[src/rtl/irq_cnt_pkg.sv]
package irq_cnt_pkg;

    typedef enum logic [1:0] {
        SEL_RELOAD = 2'd0,
        SEL_CTRL   = 2'd1,
        SEL_ACK    = 2'd2,
        SEL_NONE   = 2'd3
    } reg_sel_e;

    localparam int CTRL_MODE_BIT = 2;
    localparam int CTRL_EN_BIT   = 1;
    localparam int CTRL_KEEP_BIT = 0;

endpackage

[src/rtl/irq_ctrl_regs.sv]
module irq_ctrl_regs
    import irq_cnt_pkg::*;
#(
    parameter int DATA_W = 8,
    parameter int CNT_W  = 8
) (
    input  logic              clk,
    input  logic              rst_n,
    input  logic              wr_en,
    input  logic [1:0]        wr_sel,
    input  logic [DATA_W-1:0] wr_data,
    output logic [CNT_W-1:0]  latch_o,
    output logic              mode_o,
    output logic              en_o,
    output logic              clr_irq_o,
    output logic              reload_o
);

    typedef struct packed {
        logic [CNT_W-1:0] latch;
        logic             mode;
        logic             en;
        logic             keep;
    } ctrl_state_t;

    ctrl_state_t s_d, s_q;
    reg_sel_e    sel;

    assign sel = reg_sel_e'(wr_sel);

    always_comb begin
        s_d       = s_q;
        clr_irq_o = 1'b0;
        reload_o  = 1'b0;
        if (wr_en) begin
            case (sel)
                SEL_RELOAD: s_d.latch = wr_data[CNT_W-1:0];
                SEL_CTRL: begin
                    s_d.mode  = wr_data[CTRL_MODE_BIT];
                    s_d.en    = wr_data[CTRL_EN_BIT];
                    s_d.keep  = wr_data[CTRL_KEEP_BIT];
                    clr_irq_o = 1'b1;
                    reload_o  = wr_data[CTRL_EN_BIT];
                end
                SEL_ACK: begin
                    s_d.en    = s_q.keep;
                    clr_irq_o = 1'b1;
                end
                default: ;
            endcase
        end
    end

    always_ff @(posedge clk) begin
        if (!rst_n) begin
            s_q <= '0;
        end else begin
            s_q <= s_d;
        end
    end

    assign latch_o = s_q.latch;
    assign mode_o  = s_q.mode;
    assign en_o    = s_q.en;


    ack_restore_chk: assert property (@(posedge clk) disable iff (!rst_n)
        (wr_en && sel == SEL_ACK) |=> (s_q.en == $past(s_q.keep)));


    none_sel_chk: assert property (@(posedge clk) disable iff (!rst_n)
        (wr_en && sel == SEL_NONE) |=> $stable(s_q));

endmodule

[src/rtl/irq_prescaler.sv]
module irq_prescaler #(
    parameter int PERIOD = 341,
    parameter int STEP   = 3
) (
    input  logic clk,
    input  logic rst_n,
    input  logic run_i,
    input  logic reload_i,
    output logic tick_o
);

    localparam int PRE_W = $clog2(PERIOD + 1) + 1;
    localparam logic signed [PRE_W-1:0] PER_V  = PRE_W'(PERIOD);
    localparam logic signed [PRE_W-1:0] STEP_V = PRE_W'(STEP);
    localparam logic signed [PRE_W-1:0] ZERO_V = '0;

    typedef struct packed {
        logic signed [PRE_W-1:0] pre;
    } pre_state_t;

    pre_state_t              s_d, s_q;
    logic signed [PRE_W-1:0] dec;

    always_comb begin
        s_d    = s_q;
        dec    = s_q.pre - STEP_V;
        tick_o = run_i && (dec <= ZERO_V);
        if (reload_i) begin
            s_d.pre = PER_V;
        end else if (run_i) begin
            s_d.pre = tick_o ? (dec + PER_V) : dec;
        end
    end

    always_ff @(posedge clk) begin
        if (!rst_n) begin
            s_q <= '0;
        end else begin
            s_q <= s_d;
        end
    end


    always @(posedge clk) begin
        if (rst_n) begin
            pre_range_chk: assert (s_q.pre <= PER_V && s_q.pre > -STEP_V);
        end
    end


    pre_hold_chk: assert property (@(posedge clk) disable iff (!rst_n)
        (!run_i && !reload_i) |=> $stable(s_q.pre));

endmodule

[src/rtl/irq_count_core.sv]
module irq_count_core #(
    parameter int CNT_W = 8
) (
    input  logic             clk,
    input  logic             rst_n,
    input  logic             step_i,
    input  logic             reload_i,
    input  logic             clr_i,
    input  logic [CNT_W-1:0] latch_i,
    output logic             irq_o
);

    localparam logic [CNT_W-1:0] CNT_MAX = {CNT_W{1'b1}};

    typedef struct packed {
        logic [CNT_W-1:0] cnt;
        logic             irq;
    } cnt_state_t;

    cnt_state_t s_d, s_q;

    always_comb begin
        s_d = s_q;
        if (reload_i) begin
            s_d.cnt = latch_i;
        end else if (step_i) begin
            if (s_q.cnt == CNT_MAX) begin
                s_d.cnt = latch_i;
                s_d.irq = 1'b1;
            end else begin
                s_d.cnt = s_q.cnt + 1'b1;
            end
        end
        if (clr_i) begin
            s_d.irq = 1'b0;
        end
    end

    always_ff @(posedge clk) begin
        if (!rst_n) begin
            s_q <= '0;
        end else begin
            s_q <= s_d;
        end
    end

    assign irq_o = s_q.irq;


    wrap_reload_chk: assert property (@(posedge clk) disable iff (!rst_n)
        $rose(s_q.irq) |-> ($past(s_q.cnt) == CNT_MAX && s_q.cnt == $past(latch_i)));


    irq_hold_chk: assert property (@(posedge clk) disable iff (!rst_n)
        (s_q.irq && !clr_i) |=> s_q.irq);

endmodule

[src/rtl/irq_tick_counter.sv]
module irq_tick_counter
    import irq_cnt_pkg::*;
#(
    parameter int DATA_W = 8,
    parameter int CNT_W  = 8,
    parameter int PERIOD = 341,
    parameter int STEP   = 3
) (
    input  logic              clk,
    input  logic              rst_n,
    input  logic              wr_en,
    input  logic [1:0]        wr_sel,
    input  logic [DATA_W-1:0] wr_data,
    output logic              irq_o
);

    logic [CNT_W-1:0] latch_w;
    logic             mode_w;
    logic             en_w;
    logic             clr_w;
    logic             reload_w;
    logic             run_w;
    logic             tick_w;
    logic             step_w;

    irq_ctrl_regs #(
        .DATA_W(DATA_W),
        .CNT_W (CNT_W)
    ) i_regs (
        .clk      (clk),
        .rst_n    (rst_n),
        .wr_en    (wr_en),
        .wr_sel   (wr_sel),
        .wr_data  (wr_data),
        .latch_o  (latch_w),
        .mode_o   (mode_w),
        .en_o     (en_w),
        .clr_irq_o(clr_w),
        .reload_o (reload_w)
    );

    assign run_w  = en_w && !wr_en && !mode_w;
    assign step_w = en_w && !wr_en && (mode_w || tick_w);

    irq_prescaler #(
        .PERIOD(PERIOD),
        .STEP  (STEP)
    ) i_pre (
        .clk     (clk),
        .rst_n   (rst_n),
        .run_i   (run_w),
        .reload_i(reload_w),
        .tick_o  (tick_w)
    );

    irq_count_core #(
        .CNT_W(CNT_W)
    ) i_core (
        .clk     (clk),
        .rst_n   (rst_n),
        .step_i  (step_w),
        .reload_i(reload_w),
        .clr_i   (clr_w),
        .latch_i (latch_w),
        .irq_o   (irq_o)
    );


    ctrl_clear_chk: assert property (@(posedge clk) disable iff (!rst_n)
        (wr_en && wr_sel inside {2'd1, 2'd2}) |=> !irq_o);


    rise_needs_idle_chk: assert property (@(posedge clk) disable iff (!rst_n)
        $rose(irq_o) |-> $past(en_w && !wr_en));


    disabled_quiet_chk: assert property (@(posedge clk) disable iff (!rst_n)
        (!en_w && !wr_en) |=> !$rose(irq_o));

endmodule

[config.mk]
export PLATFORM = sky130hd
export DESIGN_NAME = irq_tick_counter
export DESIGN_NICKNAME = d
export VERILOG_FILES = /design/src/rtl/irq_cnt_pkg.sv /design/src/rtl/irq_ctrl_regs.sv /design/src/rtl/irq_prescaler.sv /design/src/rtl/irq_count_core.sv /design/src/rtl/irq_tick_counter.sv
export SDC_FILE = /design/constraint.sdc
export NUM_CORES = 1
export LEC_CHECK = 0
export ABC_AREA = 0
export BUFFER_PORTS_ARGS = -buffer_cell sky130_fd_sc_hd__buf_4
export CAP_MARGIN = 20
export CORE_MARGIN = 8
export CORE_UTILIZATION = 60
export CTS_CLUSTER_DIAMETER = 80
export DETAILED_ROUTE_END_ITERATION = 8
export PLACE_DENSITY = 0.79
export SYNTH_ARGS = -nofsm -noshare
export SYNTH_HDL_FRONTEND = slang
export SYNTH_SLANG_ARGS = --single-unit
[constraint.sdc]
create_clock -name clk -period 3.66 [get_ports clk]
set_clock_uncertainty 0.1 [all_clocks]
set_input_delay 0.183 -clock clk [delete_from_list [all_inputs] [get_ports clk]]
set_output_delay 0.183 -clock clk [all_outputs]
set_load 0.02 [all_outputs]
[Yosys cells after proc, flatten, opt, wreduce, memory -nomap -nowiden]
Cells that the tools add are included.
Operators by class
  add/subtract/negate cells: 3
  magnitude comparators: 1
  eq/ne operators: 3
  multiplexer cells: 12
  bitwise logic cells: 2
  reductions and logical operators: 18
Operator list (number)
  $mux W9: 3
  $mux W8: 2
  $add A10 B10 Y10 const B: 1
  $le A10 B1 Y1 const B: 1
  $mux W10: 1
  $sub A10 B3 Y10 const B: 1
  $add A8 B1 Y8 const B: 1
  $eq A8 B8 Y1 const B: 1
  $reduce_and A2 Y1: 3
  $reduce_bool A2 Y1: 3
  $reduce_or A2 Y1: 3
  $mux W1: 5
  $logic_and A1 B1 Y1: 4
  $reduce_and A3 Y1: 1
  $eq A2 B1 Y1 const B: 1
  $eq A2 B2 Y1 const B: 1
  $logic_not A1 Y1: 2
  $logic_not A2 Y1: 1
  $not A1 Y1: 2
  $pmux W1 S2: 1
  $logic_or A1 B1 Y1: 1
Storage, ports and cells
  bits in registers: 30
  bits of input ports: 13
  logic and storage cells: 47

[Logic depth before layout (Yosys ltp)]
  depth after elaboration: 8
  depth in mapped cells: 10
  mapped depth without buffers: 8

[By module]
From an unflattened synthesis, not the netlist that was laid out.
Unflattened totals
  cells, all modules: 297
  area, all modules: 2377.3 µm²
Modules (own cells, without submodules)
  irq_prescaler: times used 1, cells an instance 151, area an instance 1113.6 µm², sequential area each 200.2 µm²
  irq_ctrl_regs: times used 1, cells an instance 65, area an instance 619.3 µm², sequential area each 220.2 µm²
  irq_count_core: times used 1, cells an instance 77, area an instance 616.8 µm², sequential area each 180.2 µm²
  irq_tick_counter: times used 1, cells an instance 4, area an instance 27.5 µm², sequential area each 0.0 µm²

[Worst setup path after synthesis]
Ideal clock, no wire load.
  path type: register -> register
  start: reg i_pre.s_q[2] (netlist bit)
  end: reg i_pre.s_q[4] (netlist bit)
  setup time: 0.092 ns
  data arrival time: 2.628 ns
  required time: 3.468 ns
  slack: 0.840 ns
  stages on the path, launching flop included: 11
  buffers on the path: 2
  period minus slack after synthesis: 2.820 ns
  cells stage by stage: dfxtp_1 clkbuf_1 inv_1 ha_1 a2111oi_4 nand3_2 xor2_2 buf_6 nand2_1 o211a_1 nor4_1
Between the ends
  cells in the longest elaborated chain, start to end: 6
  elaborated cells between the ends (all ways): 7
  those cells by class: 2 x add/sub; 1 x order compare; 3 x mux; 1 x reduce/logical
Ends and longest elaborated chain
  start, declared: line irq_prescaler.sv:21  | pre_state_t s_d, s_q;
  start signal, assigned: line irq_prescaler.sv:37  | s_q <= '0;
  start signal, assigned: line irq_prescaler.sv:39  | s_q <= s_d;
  $sub A10 B3 Y10 *: line irq_prescaler.sv:26  | dec = s_q.pre - STEP_V;
  $le A10 B1 Y1: line irq_prescaler.sv:27  | tick_o = run_i && (dec <= ZERO_V);
  $logic_and A1 B1 Y1: line irq_prescaler.sv:27
  $mux W10 *: line irq_prescaler.sv:31  | s_d.pre = tick_o ? (dec + PER_V) : dec;
  $mux W9 *: line irq_prescaler.sv:30  | end else if (run_i) begin
  $mux W9 *: line irq_prescaler.sv:28  | if (reload_i) begin
Mark *: on every way between the ends. The rest lies on a longest branch, timed or not. The select of a mux whose other input is x is not followed.
A chain may end at the register's enable or synchronous reset.

[Worst setup path in the final report]
  start: reg i_pre.s_q[2] (netlist bit)
  end: reg i_core.s_q[3] (netlist bit)
Between the ends
  cells in the longest elaborated chain, start to end: 6
Ends and longest elaborated chain
  $sub A10 B3 Y10: line irq_prescaler.sv:26
  $le A10 B1 Y1: line irq_prescaler.sv:27
  $logic_and A1 B1 Y1: line irq_prescaler.sv:27
  $logic_or A1 B1 Y1: line irq_tick_counter.sv:43  | assign step_w = en_w && !wr_en && (mode_w || tick_w);
  $logic_and A1 B1 Y1: line irq_tick_counter.sv:43
  $reduce_bool A2 Y1 (no source line)
  end signal, assigned: line irq_count_core.sv:41  | s_q <= '0;
  end signal, assigned: line irq_count_core.sv:43  | s_q <= s_d;
  end, declared: line irq_count_core.sv:20  | cnt_state_t s_d, s_q;
No other way between the ends.

==> qor.csv <==
stage;metric;value;unit
finish;diodes;0;
sta;fmax;346;MHz
setup_path;ff2ff_path_depth;9;
detailed_routing;drt_first_pass_iters;4;
yosys;async_reset_ff_share;0;%
sta;final_max_slew_viol_count;0;
clock_tree;cts_buffer_depth;2;
floorplan;floorplan.initialDensity;60.9;%
floorplan;chipWidth;76.0;um
flow_run;cap_violations;0;
finish;area_growth;6.60;%
floorplan;coreArea;0.00355;mm^2
global_route;grtUsageMet2;26.4;%
clock_tree;clock_latency;0.33;ns
yosys;synth.distinct_cells;57;
setup_path;rr_startpoint;i_pre.s_q[2]$_SDFFE_PN0P_;
floorplan;die_area;0.00578;mm^2
finish;n_fill_cell;315;
detailed_routing;wl;5.29;mm
clock_tree;path_clk_slew;0.09;ns
detailed_routing;post_drt_wl_per_cell;16.0;um
setup_path;arrival;3.03;ns
detailed_routing;route.detailed.drc;0;
clock_tree;cts_tree;done;
clock_tree;cts.sinks;30;
yosys;syn_nets;297;
finish;layout_commonest_cell;nand2_1;
global_route;busiest_layer;met2;
floorplan;die_height;76.0;um
pwr;p_leak;0.854;nW
pwr;internal_power;0.000591;W
detailed_routing;final_antenna_net_count;0;
setup_path;crit_fanout;17;
global_route;overflow;0;
yosys;syn_avg_cell_area;7.80;um^2
clock_tree;holdBufCountCts;0;
yosys;synth-seq-cells;30;
pwr;p_switching;0.000379;W
hold_path;worstHoldStart;wr_data[6];
global_route;grt_use_met3;4.13;%
pwr;p_sw_share;39.0;%
setup_path;start_kind;flip-flop;
global_route;antenna_found_initial;0;
place;gp_congestion;0.923;
yosys;synth_area_leaders;dfxtp_1 28%, a21oi_1 6.3%, nand2_1 5.7%, nand3_1 5.6%, ha_1 4.1%;
hold_path;min_path_type;input pin to flip-flop;
yosys;ys.flop_type;dfxtp_1;
finish;fin_cells;330;
detailed_routing;vias;2054;
yosys;yosysWarnings;0;
yosys;netlist.area_leader.share;27.8;%
setup_path;slowest_delay;0.66;ns
setup_path;crit_type;flip-flop to flip-flop;
sta;tightest_slew;0.829;ns
place;pre_cts_slack;0.828;ns
clock_tree;numCtsBuffers;5;
pwr;pwr-share-seq;39.7;%
setup_path;critPathCaptureType;flip-flop;
floorplan;row_count;22;
place;dp_hpwl;3.70;mm
clock_tree;htreeDepth;2;
global_route;met1_usage;24.5;%
detailed_routing;drt_iter0_drc;148;
floorplan;io_pins;14;
finish;nNetsFinal;302;
hold_path;whs_path_depth;3;
global_route;grt_usage;17.7;%
yosys;syn_area;0.00216;mm^2
sta;hold_viol_final;0;
yosys;syn_inst;277;
clock_tree;ctsResizeCount;0;
setup_path;cp.required;3.81;ns
global_route;grt_max_degree;20;
sta;rsz0062_at_grt;false;
yosys;ys_seq_area_share;27.8;%
pwr;vdd_drop_max;234;uV
place;dp.cells;323;
pwr;pwr-share-clk;18.8;%
pwr;p_comb_share;41.4;%
setup_path;r2r_slack;0.77;ns
sta;setup_tns;0;ns
status;status;finished clean;
pwr;p_per_area;421;mW/mm^2
sta;fin_crit;2.89;ns
clock_tree;cts_setup_buffers;0;
detailed_routing;via_per_inst;6.22;
global_route;first_global_vias;1801;
setup_path;path_buf_inv;2;
setup_path;regToRegEndpoint;i_core.s_q[3]$_SDFFE_PN0P_;
clock_tree;cts_root_buf;clkbuf_4;
finish;drive_above_1_share;13.8;%
sta;fin_crit_sh;78.9;%
setup_path;cp_slowest_cell;xor2_2;
finish;final_cell_mix;33 x nand2_1, 30 x dfxtp_1, 27 x a21oi_1;
global_route;grt_pass1_wl;8.61;mm
sta;setup_violations;0;
hold_path;min_to;i_regs.latch_o[6]$_SDFFE_PN0P_;
sta;fin_ws;0.773;ns
yosys;synth_edf_count;0;
yosys;synth_area_leader_cell;dfxtp_1;
setup_path;crit_family;compound AO/OA/AOI/OAI gates;
sta;max_slew_margin;44.7;%
place;io_buffers;13;
setup_path;path_cells;inv_1, ha_1, a2111oi_4, buf_4, nand3_2, xor2_2, a31oi_4, nand3b_1, a31oi_1;
## per-stage QoR
stage               hold WS [ns]  util (%)  cell area (um^2)  total power [W]
floorplan                  0.230         -              2160         0.000717
global placement           0.349      63.6              2260         0.000776
detailed placement         0.355      63.6              2260         0.000785
CTS                      0.00769      64.9              2300         0.000964
global route              0.0109      64.9              2300          0.00102
finish                    0.0114      64.9              2300         0.000970
## cells in the mapped netlist (3+ instances only)
master,count
nor2_1,11
ha_1,7
and3_2,3
and3_1,5
o211ai_1,5
a31oi_1,3
a311oi_1,4
clkbuf_1,12
buf_2,3
mux2i_1,6
nor3_1,5
dfxtp_1,30
a21oi_1,27
or3_1,6
nand3_1,24
o31ai_1,3
xor2_1,5
nand4_1,3
xnor2_1,8
nand2_1,33
o211a_1,3
inv_1,8
nor4_1,5
o21ai_0,15
## kinds of logic (layout without fill, tap and decap cells)
group | count (synthesis) | after routing | share of synthesized area (%)
AOI/OAI and AO/OA | 80 | 80 | 25.7
DFF | 30 | 30 | 27.8
adders and majority gates | 7 | 7 | 4.05
xor gates and xnor gates | 14 | 14 | 6.02
muxes | 8 | 8 | 3.82
buffers and inverters | 26 | 31 | 5.04
and+or+nand+nor | 112 | 112 | 27.6
## power groups by stage
stage / sequential (W) / clock, W / combinational (W)
final: 0.000385 / 0.000183 / 0.000402
after global routing: 0.000389 / 0.000198 / 0.000436
after global placement: 0.000392 / 0 / 0.000384
after CTS: 0.000384 / 0.000185 / 0.000395
after floorplan: 0.000372 / 0 / 0.000345
after detailed placement: 0.000392 / 0 / 0.000393
## worst max path at each step
stage | start | endpoint | slack (ns) | depth (start not counted)
after floorplan | i_pre.s_q[2]$_SDFFE_PN0P_ | i_pre.s_q[4]$_SDFFE_PN0P_ | 0.84 | 10
after CTS | i_pre.s_q[2]$_SDFFE_PN0P_ | i_core.s_q[3]$_SDFFE_PN0P_ | 0.80 | 9
after detailed placement | i_pre.s_q[2]$_SDFFE_PN0P_ | i_core.s_q[3]$_SDFFE_PN0P_ | 0.83 | 9
after global routing | i_pre.s_q[2]$_SDFFE_PN0P_ | i_core.s_q[8]$_SDFFE_PN0P_ | 0.62 | 9
final | i_pre.s_q[2]$_SDFFE_PN0P_ | i_core.s_q[3]$_SDFFE_PN0P_ | 0.77 | 9
after global placement | i_pre.s_q[2]$_SDFFE_PN0P_ | i_core.s_q[8]$_SDFFE_PN0P_ | 0.94 | 9
## area by class of cell
cell class / instances / area, um^2 / area share (%)
Clock buffer: 7 / 45.0 / 1.96
Inverter: 9 / 33.8 / 1.47
Multi-Input combinational cell: 221 / 1450 / 63.0
Sequential cell: 30 / 601 / 26.1
Timing Repair Buffer: 15 / 113 / 4.89
Tap cell: 48 / 60.1 / 2.61
## sequential cells by signal, summed over array words and instances (netlist names)
name and flops:
i_core.irq_o 1, i_core.s_q 8, i_pre.s_q 10, i_regs.en_o 1
i_regs.latch_o 8, i_regs.mode_o 1, i_regs.s_q 1
## tightest hold or removal path, cell delays in order
cell and delay [ns]:
buf_4 0.11, nand3_1 0.05, a21oi_1 0.05
## routing by layer
layer / wire length, um / part of all wire [%]
met1: 2530 / 48
met4: 62 / 1.2
met5: 0 / 0
met3: 316 / 6.0
met2: 2370 / 45
Power figures use the tool's default switching activity.
